===== config.mk =====
export PLATFORM = sky130hd
export DESIGN_NAME = trig_avg
export DESIGN_NICKNAME = d
export VERILOG_FILES = /design/src/rtl/avg_pkg.sv /design/src/rtl/avg_ctrl.sv /design/src/rtl/avg_rmw.sv /design/src/rtl/avg_bin_mem.sv /design/src/rtl/trig_avg.sv
export SDC_FILE = /design/constraint.sdc
export NUM_CORES = 1
export LEC_CHECK = 0
export CAP_MARGIN = 20
export CORE_ASPECT_RATIO = 1.25
export CORE_UTILIZATION = 30
export CTS_BUF_LIST = sky130_fd_sc_hd__clkbuf_4 sky130_fd_sc_hd__clkbuf_8
export CTS_CLUSTER_DIAMETER = 50
export CTS_CLUSTER_SIZE = 28
export DETAILED_ROUTE_END_ITERATION = 8
export DONT_BUFFER_PORTS = 1
export PLACE_DENSITY = 0.52
export SKIP_LAST_GASP = 1
export SYNTH_ARGS = -nofsm -noshare
export SYNTH_HDL_FRONTEND = slang
export SYNTH_SLANG_ARGS = --single-unit

===== constraint.sdc =====
create_clock -name clk_i -period 3.8 [get_ports clk_i]
set_input_delay 0.76 -clock clk_i [delete_from_list [all_inputs] [get_ports clk_i]]
set_output_delay 0.76 -clock clk_i [all_outputs]
set_load 0.02 [all_outputs]

===== src/rtl/avg_pkg.sv =====
package avg_pkg;
  typedef enum logic [2:0] {
    ST_IDLE,
    ST_CLEAR,
    ST_ARMED,
    ST_SWEEP,
    ST_DRAIN
  } avg_state_e;
endpackage


===== src/rtl/avg_ctrl.sv =====
module avg_ctrl
  import avg_pkg::*;
#(
  parameter int NUM_BINS = 16,
  parameter int SWEEP_W  = 16,
  parameter int MISS_W   = 16,
  parameter int IDX_W    = 4
) (
  input  logic               clk_i,
  input  logic               rst_ni,
  input  logic               start_i,
  input  logic [SWEEP_W-1:0] sweeps_i,
  input  logic               trig_i,
  input  logic               sample_vld_i,
  output avg_state_e         state_o,
  output logic [IDX_W-1:0]   bin_idx_o,
  output logic [IDX_W-1:0]   clr_idx_o,
  output logic               clr_o,
  output logic               take_o,
  output logic [SWEEP_W-1:0] tgt_o,
  output logic [SWEEP_W-1:0] sweep_cnt_o,
  output logic [MISS_W-1:0]  missed_o,
  output logic               done_o,
  output logic               busy_o
);
  localparam logic [IDX_W-1:0] LAST_IDX = IDX_W'(NUM_BINS - 1);

  avg_state_e         state_q;
  logic [IDX_W-1:0]   bin_q, clr_q;
  logic [SWEEP_W-1:0] tgt_q, cnt_q;
  logic [MISS_W-1:0]  miss_q;
  logic               done_q;
  logic               in_sweep;

  assign in_sweep = (state_q == ST_SWEEP) || (state_q == ST_DRAIN);

  always_ff @(posedge clk_i or negedge rst_ni) begin
    if (!rst_ni) begin
      state_q <= ST_IDLE;
      bin_q   <= '0;
      clr_q   <= '0;
      tgt_q   <= '0;
      cnt_q   <= '0;
      miss_q  <= '0;
      done_q  <= 1'b0;
    end else if (start_i) begin
      state_q <= ST_CLEAR;
      bin_q   <= '0;
      clr_q   <= '0;
      tgt_q   <= sweeps_i;
      cnt_q   <= '0;
      miss_q  <= '0;
      done_q  <= 1'b0;
    end else begin
      if (in_sweep && trig_i) miss_q <= miss_q + 1'b1;
      unique case (state_q)
        ST_CLEAR: begin
          clr_q <= clr_q + 1'b1;
          if (clr_q == LAST_IDX) begin
            if (tgt_q == '0) begin
              state_q <= ST_IDLE;
              done_q  <= 1'b1;
            end else begin
              state_q <= ST_ARMED;
            end
          end
        end
        ST_ARMED: begin
          if (trig_i) begin
            state_q <= ST_SWEEP;
            bin_q   <= '0;
          end
        end
        ST_SWEEP: begin
          if (sample_vld_i) begin
            bin_q <= bin_q + 1'b1;
            if (bin_q == LAST_IDX) state_q <= ST_DRAIN;
          end
        end
        ST_DRAIN: begin
          // last write lands this cycle
          cnt_q <= cnt_q + 1'b1;
          if (cnt_q + 1'b1 == tgt_q) begin
            state_q <= ST_IDLE;
            done_q  <= 1'b1;
          end else begin
            state_q <= ST_ARMED;
          end
        end
        default: ;
      endcase
    end
  end

  assign state_o     = state_q;
  assign bin_idx_o   = bin_q;
  assign clr_idx_o   = clr_q;
  assign clr_o       = (state_q == ST_CLEAR);
  assign take_o      = (state_q == ST_SWEEP) && sample_vld_i;
  assign tgt_o       = tgt_q;
  assign sweep_cnt_o = cnt_q;
  assign missed_o    = miss_q;
  assign done_o      = done_q;
  assign busy_o      = (state_q != ST_IDLE);
endmodule


===== src/rtl/avg_rmw.sv =====
module avg_rmw #(
  parameter int SAMPLE_W = 8,
  parameter int BIN_W    = 32,
  parameter int IDX_W    = 4
) (
  input  logic                clk_i,
  input  logic                rst_ni,
  input  logic                take_i,
  input  logic [IDX_W-1:0]    bin_idx_i,
  input  logic [SAMPLE_W-1:0] sample_i,
  input  logic                clr_i,
  input  logic [IDX_W-1:0]    clr_idx_i,
  input  logic [BIN_W-1:0]    old_i,
  output logic                we_o,
  output logic [IDX_W-1:0]    waddr_o,
  output logic [BIN_W-1:0]    wdata_o,
  output logic                acc_wr_o
);
  logic                p_vld_q;
  logic [IDX_W-1:0]    p_idx_q;
  logic [SAMPLE_W-1:0] p_smp_q;
  logic [BIN_W-1:0]    smp_ext;

  generate
    if (BIN_W > SAMPLE_W) begin : g_ext
      assign smp_ext = {{(BIN_W-SAMPLE_W){1'b0}}, p_smp_q};
    end else begin : g_trunc
      assign smp_ext = p_smp_q[BIN_W-1:0];
    end
  endgenerate

  // stage 0: read issued with the sample; stage 1: add and write back
  always_ff @(posedge clk_i or negedge rst_ni) begin
    if (!rst_ni) begin
      p_vld_q <= 1'b0;
      p_idx_q <= '0;
      p_smp_q <= '0;
    end else begin
      p_vld_q <= take_i;
      if (take_i) begin
        p_idx_q <= bin_idx_i;
        p_smp_q <= sample_i;
      end
    end
  end

  always_comb begin
    we_o    = 1'b0;
    waddr_o = p_idx_q;
    wdata_o = old_i + smp_ext;
    if (clr_i) begin
      we_o    = 1'b1;
      waddr_o = clr_idx_i;
      wdata_o = '0;
    end else if (p_vld_q) begin
      we_o = 1'b1;
    end
  end

  assign acc_wr_o = p_vld_q && !clr_i;
endmodule


===== src/rtl/avg_bin_mem.sv =====
module avg_bin_mem #(
  parameter int DEPTH = 16,
  parameter int WIDTH = 32,
  parameter int AW    = 4
) (
  input  logic             clk_i,
  input  logic             we_i,
  input  logic [AW-1:0]    waddr_i,
  input  logic [WIDTH-1:0] wdata_i,
  input  logic [AW-1:0]    raddr_i,
  output logic [WIDTH-1:0] rdata_o
);
  logic [WIDTH-1:0] mem_q [DEPTH];

  always_ff @(posedge clk_i) begin
    if (we_i) mem_q[waddr_i] <= wdata_i;
    rdata_o <= mem_q[raddr_i];
  end
endmodule


===== src/rtl/trig_avg.sv =====
module trig_avg
  import avg_pkg::*;
#(
  parameter int SAMPLE_W = 8,
  parameter int NUM_BINS = 16,
  parameter int BIN_W    = 32,
  parameter int SWEEP_W  = 16,
  parameter int MISS_W   = 16,
  localparam int IDX_W   = (NUM_BINS > 1) ? $clog2(NUM_BINS) : 1
) (
  input  logic                clk_i,
  input  logic                rst_ni,
  input  logic                start_i,
  input  logic [SWEEP_W-1:0]  sweeps_i,
  input  logic                trig_i,
  input  logic                sample_vld_i,
  input  logic [SAMPLE_W-1:0] sample_i,
  input  logic [IDX_W-1:0]    rd_addr_i,
  output logic [BIN_W-1:0]    rd_data_o,
  output logic                busy_o,
  output logic                done_o,
  output logic [SWEEP_W-1:0]  sweep_cnt_o,
  output logic [MISS_W-1:0]   missed_o
);
  avg_state_e         state;
  logic [IDX_W-1:0]   bin_idx, clr_idx, mem_waddr, mem_raddr;
  logic               clr, take, mem_we, acc_wr, rd_host_q;
  logic [SWEEP_W-1:0] tgt_q;
  logic [BIN_W-1:0]   mem_wdata, mem_rdata;

  avg_ctrl #(
    .NUM_BINS(NUM_BINS), .SWEEP_W(SWEEP_W), .MISS_W(MISS_W), .IDX_W(IDX_W)
  ) u_ctrl (
    .clk_i(clk_i), .rst_ni(rst_ni), .start_i(start_i), .sweeps_i(sweeps_i),
    .trig_i(trig_i), .sample_vld_i(sample_vld_i), .state_o(state),
    .bin_idx_o(bin_idx), .clr_idx_o(clr_idx), .clr_o(clr), .take_o(take),
    .tgt_o(tgt_q), .sweep_cnt_o(sweep_cnt_o), .missed_o(missed_o),
    .done_o(done_o), .busy_o(busy_o)
  );

  avg_rmw #(
    .SAMPLE_W(SAMPLE_W), .BIN_W(BIN_W), .IDX_W(IDX_W)
  ) u_rmw (
    .clk_i(clk_i), .rst_ni(rst_ni), .take_i(take), .bin_idx_i(bin_idx),
    .sample_i(sample_i), .clr_i(clr), .clr_idx_i(clr_idx), .old_i(mem_rdata),
    .we_o(mem_we), .waddr_o(mem_waddr), .wdata_o(mem_wdata), .acc_wr_o(acc_wr)
  );

  // one read port, owned by the accumulator while busy
  assign mem_raddr = busy_o ? bin_idx : rd_addr_i;

  avg_bin_mem #(
    .DEPTH(NUM_BINS), .WIDTH(BIN_W), .AW(IDX_W)
  ) u_mem (
    .clk_i(clk_i), .we_i(mem_we), .waddr_i(mem_waddr), .wdata_i(mem_wdata),
    .raddr_i(mem_raddr), .rdata_o(mem_rdata)
  );

  always_ff @(posedge clk_i or negedge rst_ni) begin
    if (!rst_ni) rd_host_q <= 1'b0;
    else         rd_host_q <= !busy_o;
  end

  assign rd_data_o = rd_host_q ? mem_rdata : '0;
endmodule


* After elaboration in Yosys (flattened, before gate mapping)
Memories as Yosys holds them, arrays and structs flattened. A register that Yosys moved wholly into a read port is not among the register bits. Cells that the tools add are included.
Storage, ports and cells: flip-flop bits (word level) 74, memory bits (writable) 512, logic and storage cells 76, memories kept 1
Memory list:
- u_mem.mem_q | depth 16, width 32, rd ports 1, clocked after memory_dff 1, write ports 1, RTL line avg_bin_mem.sv:13 | logic [WIDTH-1:0] mem_q [DEPTH];
Cells by class: add/sub/neg operators 5, eq/ne operators 13, mux-type cells 31, reduce and logical (&&, ||, !) cells 15
Operator list (count):
- $mux W16 | 4
- $mux W32 | 2
- $add A16 B1 Y16 const B | 2
- $add A32 B8 Y32 | 1
- $mux W4 | 7
- $eq A16 B16 Y1 | 1
- $logic_not A16 Y1 | 1
- $mux W3 | 5
- $ne A3 B3 Y1 const B | 4
- $pmux W3 S4 | 1
- $reduce_bool A3 Y1 | 3
- $add A4 B1 Y4 const B | 2
- $eq A4 B4 Y1 const B | 2
- $mux W1 | 8
- $pmux W4 S2 | 1
- $eq A3 B2 Y1 const B | 2
- $ne A3 B2 Y1 const B | 2
- $reduce_bool A2 Y1 | 3
- $reduce_and A5 Y1 | 1
- $reduce_bool A5 Y1 | 1
- $mux W2 | 2
- $reduce_and A4 Y1 | 1
- $eq A3 B1 Y1 const B | 1
- $eq A3 B3 Y1 const B | 1
- other kinds (5) | 6

* Depth between registers and ports, before layout
Gate-level depths: netlist of the first run.
word-level depth 5, depth in mapped cells 9, mapped depth without buffers 8

* By module
Synthesis of the first run repeated with hierarchy kept, for this count alone.
Unflattened totals: cells, all modules 1418, area, all modules 25077.8 um^2
Modules (own cells, without submodules):
- avg_bin_mem | instances 1, cells each 838, area an instance 19835.3 um^2
- avg_ctrl | instances 1, cells each 328, area an instance 3304.4 um^2
- avg_rmw | instances 1, cells each 211, area an instance 1649.1 um^2
- trig_avg | instances 1, cells each 41, area an instance 289.0 um^2

* Worst setup path before layout of the first run
Ideal clock, no wire load.
path type register -> register, start register u_ctrl.state_q[2], in the netlist u_ctrl.state_o[2], end memory u_mem.mem_q[8][0], enable pin, arrival 2.945 ns, required time 3.379 ns, slack 0.434 ns, stages on the path, launching flop included 7, period minus slack after synthesis 3.366 ns, cells stage by stage dfrtp_1 -> buf_4 -> or2b_1 -> nor2_1 -> clkbuf_1 -> a31oi_1 -> nor2_1
Between the ends: cells in the longest elaborated chain, start to end 4
RTL lines:
- from (decl) | RTL line avg_ctrl.sv:28 | avg_state_e state_q;
- from (signal assigned) | RTL line avg_ctrl.sv:39 | state_q <= ST_IDLE;
- from (signal assigned) | RTL line avg_ctrl.sv:47 | state_q <= ST_CLEAR;
- from (signal assigned) | RTL line avg_ctrl.sv:61 | state_q <= ST_IDLE;
- $eq A3 B1 Y1 (*) | RTL line avg_ctrl.sv:98 | assign clr_o = (state_q == ST_CLEAR);
- $mux W1 | RTL line avg_rmw.sv:51 | if (clr_i) begin
- $mux W1 | RTL line avg_bin_mem.sv:16 | if (we_i) mem_q[waddr_i] <= wdata_i;
- $mux W1 (implied by the code) | RTL line avg_bin_mem.sv:16
- to (decl) | RTL line avg_bin_mem.sv:13
Mark *: on every way between the ends. The rest lies on a longest branch, timed or not.

* Final worst setup path of the first run
start register u_rmw.p_smp_q[1], end memory u_mem.mem_q[3][31] (data pin)
Between the ends: cells in the longest elaborated chain, start to end 2
RTL lines:
- from (decl) | RTL line avg_rmw.sv:21 | logic [SAMPLE_W-1:0] p_smp_q;
- from (signal assigned) | RTL line avg_rmw.sv:42 | p_smp_q <= sample_i;
- $add A32 B8 Y32 | RTL line avg_rmw.sv:50 | wdata_o = old_i + smp_ext;
- $mux W32 | RTL line avg_rmw.sv:51
- via mem_wdata[31] | RTL line trig_avg.sv:29 | logic [BIN_W-1:0] mem_wdata, mem_rdata;
The timed path passes the listed nets, and every way through them passes these cells.

==> out/qor.yml, run 1 <==
outcome: "finished clean"
final_nets: 2033
synth_top_area_share_pct: 58.19
drv_slew: 0
endpoint: "u_mem.mem_q[3][31]"
syn-num-nets: 2068
first_pass_iters: 5
cts_max_path_buffers: 3
slew_headroom_pct: 30.09
path_cells: "ha_1 -> a21o_1 -> a21o_1 -> a2111oi_2 -> o31a_1 -> buf_12 -> or4_1 -> a21oi_1"
h-tree-depth: 2
postCtsSetupRepairBufs: 0
p_leak_nw: 9.632
cp-start-kind: "flop"
cap_violations: 0
cp_slowest_cell: "a21oi_1"
fin_skew_ps: 52.48
period_share_pct: 85.97
cts_sinks: 618
antenna_found_initial: 7
fmax_mhz: 306.1
final_util_pct: 33.56
tns_ps: 0
initial_utilization_pct: 30.30
die-area_um2: 89270
p_per_area_nw_per_um2: 768.8
r2r_slack_ps: 530
synthMuxAreaShare_pct: 1.549
grt_usage_pct: 15.85
worst-path-stages: 8
synth-edff-count: 512
async_flop_share_pct: 11.97
p_int_w: 0.01389
ys_seq_area_share_pct: 67.63
crit_type: "flop to flop"
hold_path_depth: 1
ios: 99
drcViolationCount: 0
yosys-top-cells-area: "edfxtp_1 58%, dfrtp_1 7.0%, a211oi_1 4.2%, nand2_1 4.1%, and3_1 3.2%"
synth_xor_area_share_pct: 1.890
hold_class: "input port to flop"
worst-path-buf-inv: 1
finalHoldViolations: 0
synth-simple-area-share_pct: 12.41
synthAdderAreaFrac_pct: 0.6441
required_ps: 4170
ys_seq_elements: 618
totalWireLength_um: 71320
synth_commonest_cells: "512 x edfxtp_1, 291 x nand2_1, 147 x a211oi_1, 135 x and3_1, 98 x a21oi_1"
critPathMaxStageDelay_ps: 830
synth_compound_area_share_pct: 12.56
clkTransAtPathRegs_ps: 120
r2r_end: "u_mem.mem_q[3][31]"
via_per_inst: 5.216
yosysWarnings: 0
wl_per_cell_um: 22.31
power_w: 0.02250
post-place-ws_ps: 465.1
gp_congestion: 0.7815
dominantRegCellSynth: "edfxtp_1"
insertion_delay_ps: 710
yosysMostFrequentCell: "edfxtp_1"
crit_arrival_ps: 3640
area_growth_pct: 10.76
root_buffer: "clkbuf_8"
core_area_um2: 87200
dieHeight_um: 333.8
syn_area_per_cell_um2: 13.07
hpwl_um: 39810
yosysTopAreaCell: "edfxtp_1"
die_w_um: 267.4
grt-ovfl-total: 0
cts_buffers: 49
vias: 16674
r2r-start: "u_rmw.p_smp_q[1]"
io_buffer_count: 0
setup_ws_ps: 533.2
syn_inst: 2022
crit_path_max_fanout: 24
power_frac_comb_pct: 36.4
worstSetupEndpointType: "flop"
worstMarginPinSlew_ps: 1044
drive_above_1_share_pct: 11.64
seq_power_share_pct: 44.6
setup_violations: 0
reg2regPathDepth: 8
power_frac_clock_pct: 18.9
grt_pass1_wl_um: 106600
fp-row-count: 121
cp_top_family: "compound AO/OA/AOI/OAI gates"
fin_crit_ps: 3267
drtIter0Drc: 1189
final_antenna_net_count: 0
syn_area_um2: 26420
p_sw_w: 0.008610
synth_cell_type_count: 67
swShare_pct: 38.27
synth_top_family_by_area: "compound AO/OA/AOI/OAI gates"
setup.worst_path.start: "u_rmw.p_smp_q[1]"
rsz0062_at_grt: "false"
peakVddDrop_uv: 348.8
cts_tree: "done"
grt_pass1_vias: 16838
crit_top_cell: "a21o_1"
grt_max_degree: 111
==> placed cells by master, fill, tap and decap left out, types with 17 or more instances in the layout <==
master	netlist	layout
a21oi_1	98	98
dfrtp_1	74	74
mux2_2	31	30
nand2_1	291	291
dfxtp_1	32	32
nand4_1	25	25
xor2_1	26	26
a311oi_1	64	64
edfxtp_1	512	512
o21ai_0	18	18
xnor2_1	31	31
nor2_1	78	61
buf_12	0	22
a31oi_1	73	73
a211oi_1	147	147
and3_1	135	135
clkbuf_8	0	49
nor2_4	0	17
buf_4	12	47
and2_1	39	38
nand3_1	20	20
==> power groups by stage <==
| stage | clock, W | combinational (W) | sequential [W] |
|---|---|---|---|
| floorplan | 0 | 0.00544 | 0.00998 |
| global placement | 0 | 0.00814 | 0.0102 |
| detailed placement | 0 | 0.00824 | 0.0102 |
| CTS | 0.00440 | 0.00829 | 0.0100 |
| global route | 0.00462 | 0.00902 | 0.0101 |
| finish | 0.00425 | 0.00820 | 0.0100 |
==> flip-flops by register name, summed over array words and instances (netlist names) <==
name	cells
u_ctrl.sweep_cnt_o	16
u_mem.rdata_o	32
u_ctrl.missed_o	16
u_ctrl.tgt_o	16
u_ctrl.state_o	3
u_ctrl.clr_idx_o	4
u_rmw.p_idx_q	4
u_rmw.p_vld_q	1
rd_host_q	1
u_ctrl.bin_idx_o	4
u_rmw.p_smp_q	8
u_ctrl.done_o	1
u_mem.mem_q	512
==> repair_timing <==
action / CTS / global route
endpoints found under the hold margin: 74 / 0
hold buffers: 2 / 0
resized for setup: 0 / 0
==> how the worst min path moves through the flow <==
stage	start	endpoint	slack (ps)
2_1_floorplan	rst_ni	rd_host_q	460
3_3_place_gp	rst_ni	u_ctrl.missed_o[10]	470
3_5_place_dp	rst_ni	u_ctrl.missed_o[9]	470
4_1_cts	start_i	u_ctrl.sweep_cnt_o[2]	60
5_1_grt	start_i	u_ctrl.sweep_cnt_o[2]	70
6_report	start_i	u_ctrl.sweep_cnt_o[2]	130
==> area by class of cell <==
class,count,area (um^2)
Clock inverter,38,490.5
Antenna cell,1,2.502
Timing Repair Buffer,71,830.8
Clock buffer,54,711.9
Sequential cell,618,17870
Fill cell,8661,57940
Inverter,14,52.55
Tap cell,1168,1461
Multi-Input combinational cell,1233,7848
==> cell families (layout without fill, tap and decap cells) <==
| kind of cell | Yosys count | after routing |
|---|---|---|
| AND/OR/NAND/NOR | 662 | 662 |
| flip-flops | 618 | 618 |
| AO/OA/AOI/OAI | 464 | 464 |
| buffers and inverters | 171 | 177 |
| XOR/XNOR | 57 | 57 |
| multiplexers | 37 | 37 |
| adder cells (fa/ha/maj) | 13 | 13 |
| other | 0 | 1 |
==> stage by stage <==
step                      instance area (um^2)  std cells  hold slack, ps
after global placement                   28010       3101           466.3
final                                    29260       3197           130.1
after floorplan                          26420       2022           464.4
after detailed placement                 28010       3101           466.3
after CTS                                29250       3195           60.98
after global routing                     29260       3197           72.04
==> routing by layer <==
| layer | up-vias | global-route usage (%) | share of wire (%) |
|---|---|---|---|
| met5 | - | 0 | 0.076 |
| met2 | 457 | 27.55 | 50 |
| met4 | 8 | 4.012 | 2.1 |
| met1 | 8449 | 19.79 | 42 |
| li1 | 7669 | - | - |
| met3 | 91 | 3.475 | 6.2 |
Note: power is estimated with default switching activity, not from simulation.
==> inputs of run 2 (changes only) <==
- CORE_UTILIZATION: 30 -> 50
- PLACE_DENSITY: 0.52 -> 0.73
==> out/qor.yml, run 2 (same netlist as run 1, synthesis figures left out) <==
outcome: "finished clean"
via_per_inst: 6.403
grt_pass1_wl_um: 96740
finalHoldViolations: 0
layout_common_cells: "512 x edfxtp_1, 291 x nand2_1, 147 x a211oi_1, 135 x and3_1, 98 x a21oi_1"
grt-ovfl-total: 0
vias: 17172
final_antenna_net_count: 0
required_ps: 4130
fin_crit_ps: 3475
cap_violations: 0
hpwl_um: 36860
period_share_pct: 91.46
slew_headroom_pct: 30.08
area_growth_pct: 8.060
power_w: 0.02196
setup_violations: 0
core_area_um2: 51900
crit_type: "flop to flop"
fp-row-count: 93
tns_ps: 0
rsz0062_at_grt: "false"
hold_path_depth: 1
p_per_area_nw_per_um2: 769.1
layout_commonest_cell: "edfxtp_1"
root_buffer: "clkbuf_8"
drv_slew: 0
fin_skew_ps: 43.47
gp_congestion: 0.8494
io_buffer_count: 0
first_pass_iters: 7
p_leak_nw: 9.566
cp-start-kind: "flop"
fillers: 4124
h-tree-depth: 2
drcViolationCount: 0
fmax_mhz: 287.7
antenna_found_initial: 2
postCtsSetupRepairBufs: 0
final_nets: 2028
ios: 99
wl_per_cell_um: 23.57
grt_pass1_vias: 17108
peakVddDrop_uv: 467.5
multi_input_area_um2: 7848
dieHeight_um: 259.0
reg2regPathDepth: 9
cts_tree: "done"
worstMarginPinSlew_ps: 1049
largest_register_ffs: 512
worstSetupEndpointType: "flop"
grt_usage_pct: 23.30
largest_register: "u_mem.mem_q"
drive_above_1_share_pct: 11.21
die-area_um2: 53770
cts_buffers: 42
crit_path_max_fanout: 17
cts_sinks: 618
initial_utilization_pct: 50.91
totalWireLength_um: 63210
drtIter0Drc: 1705
top_regs: "u_mem.mem_q: 512 flops, u_mem.rdata_o: 32 flops"
crit_arrival_ps: 3810
grt_max_degree: 129
clkTransAtPathRegs_ps: 130
cts_max_path_buffers: 3
insertion_delay_ps: 670
regArea_um2: 17870
die_w_um: 207.6
hold_class: "input port to flop"
-- run 2: critical path, cell delays in order, from the launching register on --
cell	delay, ps
dfrtp_1	440
ha_1	290
a21o_1	120
a21o_1	180
a2111oi_2	90
o31a_1	360
buf_4	220
buf_4	180
or4_1	470
a21oi_1	790
-- run 2: cell type report --
type	instances	share of cell area, %
Multi-Input combinational cell	1233	27.49
Clock inverter	33	1.490
Timing Repair Buffer	73	3.164
Clock buffer	45	2.169
Inverter	14	0.1841
Sequential cell	618	62.58
Antenna cell	1	0.008765
Tap cell	665	2.914
-- run 2: final timing paths --
check                           slack, ps                     to             start
worst min-delay path                  160     u_ctrl.missed_o[0]           start_i
worst min register to register        520       u_rmw.p_smp_q[7]  u_rmw.p_smp_q[7]
worst max-delay path                  320     u_mem.mem_q[2][25]  u_rmw.p_smp_q[1]
worst max register to register        320     u_mem.mem_q[2][25]  u_rmw.p_smp_q[1]
min in group asynchronous             670          u_rmw.p_vld_q            rst_ni
max in group asynchronous            2810  u_ctrl.sweep_cnt_o[7]            rst_ni
-- run 2: layer usage --
layer / GRT usage (%) / vias up / routed length, um
li1: - / 7647 / -
met1: 29.54 / 8551 / 24820
met2: 39.23 / 818 / 30630
met3: 5.033 / 154 / 5660
met4: 9.059 / 2 / 2093
met5: 0 / - / 10
-- run 2: timing repair --
action	in CTS	in global routing
resized for setup	0	0
hold buffers	2	0
hold endpoints to repair	74	0
-- run 2: per-stage QoR --
stage / instance area [um^2] / worst slack, ps / util [%] / instances / hold slack [ps]
2_1_floorplan: 26420 / 434.2 / - / 2022 / 464.4
3_5_place_dp: 27440 / 390.1 / 52.88 / 2598 / 465.8
4_1_cts: 28520 / 382.5 / 54.96 / 2678 / 96.10
6_report: 28550 / 324.6 / 55.01 / 2682 / 156.3
5_1_grt: 28550 / 135.7 / 55.01 / 2682 / 106.2
3_3_place_gp: 27400 / 460.3 / 52.79 / 2596 / 466.2
-- run 2: power by group --
part           leakage (nW)  internal (W)  switching [W]
clock                 0.516       0.00148        0.00238
sequential             5.90       0.00956       0.000506
combinational          3.15       0.00247        0.00555
==> inputs of run 3 (changes only) <==
- clock period: 3.8 -> 3.4 ns (I/O delays scaled with it)
==> out/qor.yml, run 3 (same netlist as run 1, synthesis figures left out) <==
outcome: "finished clean"
first_pass_iters: 6
rsz0062_at_grt: "false"
via_per_inst: 6.311
antenna_found_initial: 3
worstMarginPinSlew_ps: 1025
grt_pass1_vias: 16611
p_leak_nw: 9.529
dieHeight_um: 259.0
stdcell_count: 2676
largest_register_ffs: 512
grt_usage_pct: 22.91
fp-row-count: 93
period_share_pct: 95.32
cts_buffers: 43
drive_above_1_share_pct: 11.55
clkTransAtPathRegs_ps: 120
setup_violations: 0
insertion_delay_ps: 690
post-place-cells: 2591
cts_max_path_buffers: 3
die-area_um2: 53770
initial_utilization_pct: 50.91
top_regs: "u_mem.mem_q: 512 flops, u_mem.rdata_o: 32 flops"
crit_arrival_ps: 3600
area_growth_pct: 7.719
final_antenna_net_count: 0
hold_class: "input port to flop"
io_buffer_count: 0
layout_commonest_cell: "edfxtp_1"
largest_register: "u_mem.mem_q"
grt-ovfl-total: 0
layout_common_cells: "512 x edfxtp_1, 291 x nand2_1, 147 x a211oi_1, 135 x and3_1, 94 x a21oi_1"
placedInstanceArea_um2: 27320
crit_type: "flop to flop"
p_per_area_nw_per_um2: 855.8
cts_sinks: 618
drtIter0Drc: 1575
drv_slew: 0
worstSetupEndpointType: "flop"
drcViolationCount: 0
ios: 99
grt_max_degree: 129
grt_pass1_wl_um: 94680
tns_ps: 0
fin_crit_ps: 3241
final_nets: 2021
required_ps: 3760
crit_path_max_fanout: 16
fin_skew_ps: 52.65
multi_input_area_um2: 7883
core_area_um2: 51900
cap_violations: 0
finalHoldViolations: 0
totalWireLength_um: 61860
cp-start-kind: "flop"
postCtsSetupRepairBufs: 0
regArea_um2: 17870
peakVddDrop_uv: 482.7
fin_area_um2: 28460
slew_headroom_pct: 31.42
hpwl_um: 33950
fmax_mhz: 308.6
root_buffer: "clkbuf_8"
gp_congestion: 0.7979
vias: 16889
h-tree-depth: 2
final_util_pct: 54.84
wl_per_cell_um: 23.12
cts_tree: "done"
fillers: 4110
die_w_um: 207.6
## run 3: cell count changes in the layout (fill, tap and decap cells not counted), moves of 2 or more
cell	previous run	this run
nor2_1	61	53
nor2_2	0	8
a21oi_1	98	94
a21oi_2	0	4
buf_12	25	21
buf_4	45	42
bufinv_16	3	0
clkinvlp_4	4	1
inv_8	3	6
clkinv_8	5	7
inv_12	4	2
inv_6	5	7
## run 3: cell type report
class / instances / area share (%)
multi-input cells: 1233 / 27.70
clock buffers: 46 / 2.225
flip-flops and latches: 618 / 62.78
repair buffers: 65 / 2.717
clock inverters: 33 / 1.455
diodes: 2 / 0.01759
inverters: 14 / 0.1846
well taps: 665 / 2.924
## run 3: critical path, cell delays in order (launching register included)
cell and delay, ps:
dfrtp_1 400, ha_1 220, fa_1 440, a21o_1 170
a21oi_1 480, o21a_1 180, buf_4 210, nor3_1 90
xnor2_1 130, nor2_1 590
## run 3: power breakdown
part           internal, W  switching, W  leakage, nW
Combinational      0.00277       0.00607         3.10
Clock              0.00151       0.00277        0.527
Sequential          0.0107      0.000567         5.90
## run 3: stage by stage
stage | worst slack (ps) | hold slack [ps] | power [W]
finish | 159.1 | 57.44 | 0.02436
global route | 8.455 | 24.65 | 0.02556
CTS | 88.22 | 9.990 | 0.02433
detailed placement | 130.1 | 385.8 | 0.02010
global placement | 301.6 | 386.1 | 0.01982
floorplan | 34.17 | 384.4 | 0.01723
## run 3: worst paths after layout
path | from | to | slack [ps] | cells past startpoint
max | u_rmw.p_smp_q[0] | u_mem.mem_q[3][10] | 160 | 9
min | start_i | u_ctrl.missed_o[5] | 60 | 1
max reg2reg | u_rmw.p_smp_q[0] | u_mem.mem_q[3][10] | 160 | 9
min reg2reg | u_rmw.p_smp_q[3] | u_rmw.p_smp_q[3] | 520 | 1
max in group asynchronous | rst_ni | u_ctrl.sweep_cnt_o[13] | 2560 | 2
min in group asynchronous | rst_ni | u_rmw.p_smp_q[1] | 550 | 2
## run 3: per-layer routing
| layer | global-route usage, % | wire length [um] |
|---|---|---|
| met4 | 7.442 | 1475 |
| met5 | 0 | 13 |
| met3 | 3.811 | 5339 |
| met2 | 39.07 | 30340 |
| met1 | 29.97 | 24700 |
## run 3: what timing repair did
item                                    in CTS  in global routing
hold buffers                                 2                  0
resized for setup                            0                 12
endpoints found under the setup margin       0                152
hold endpoints to repair                    74                  0
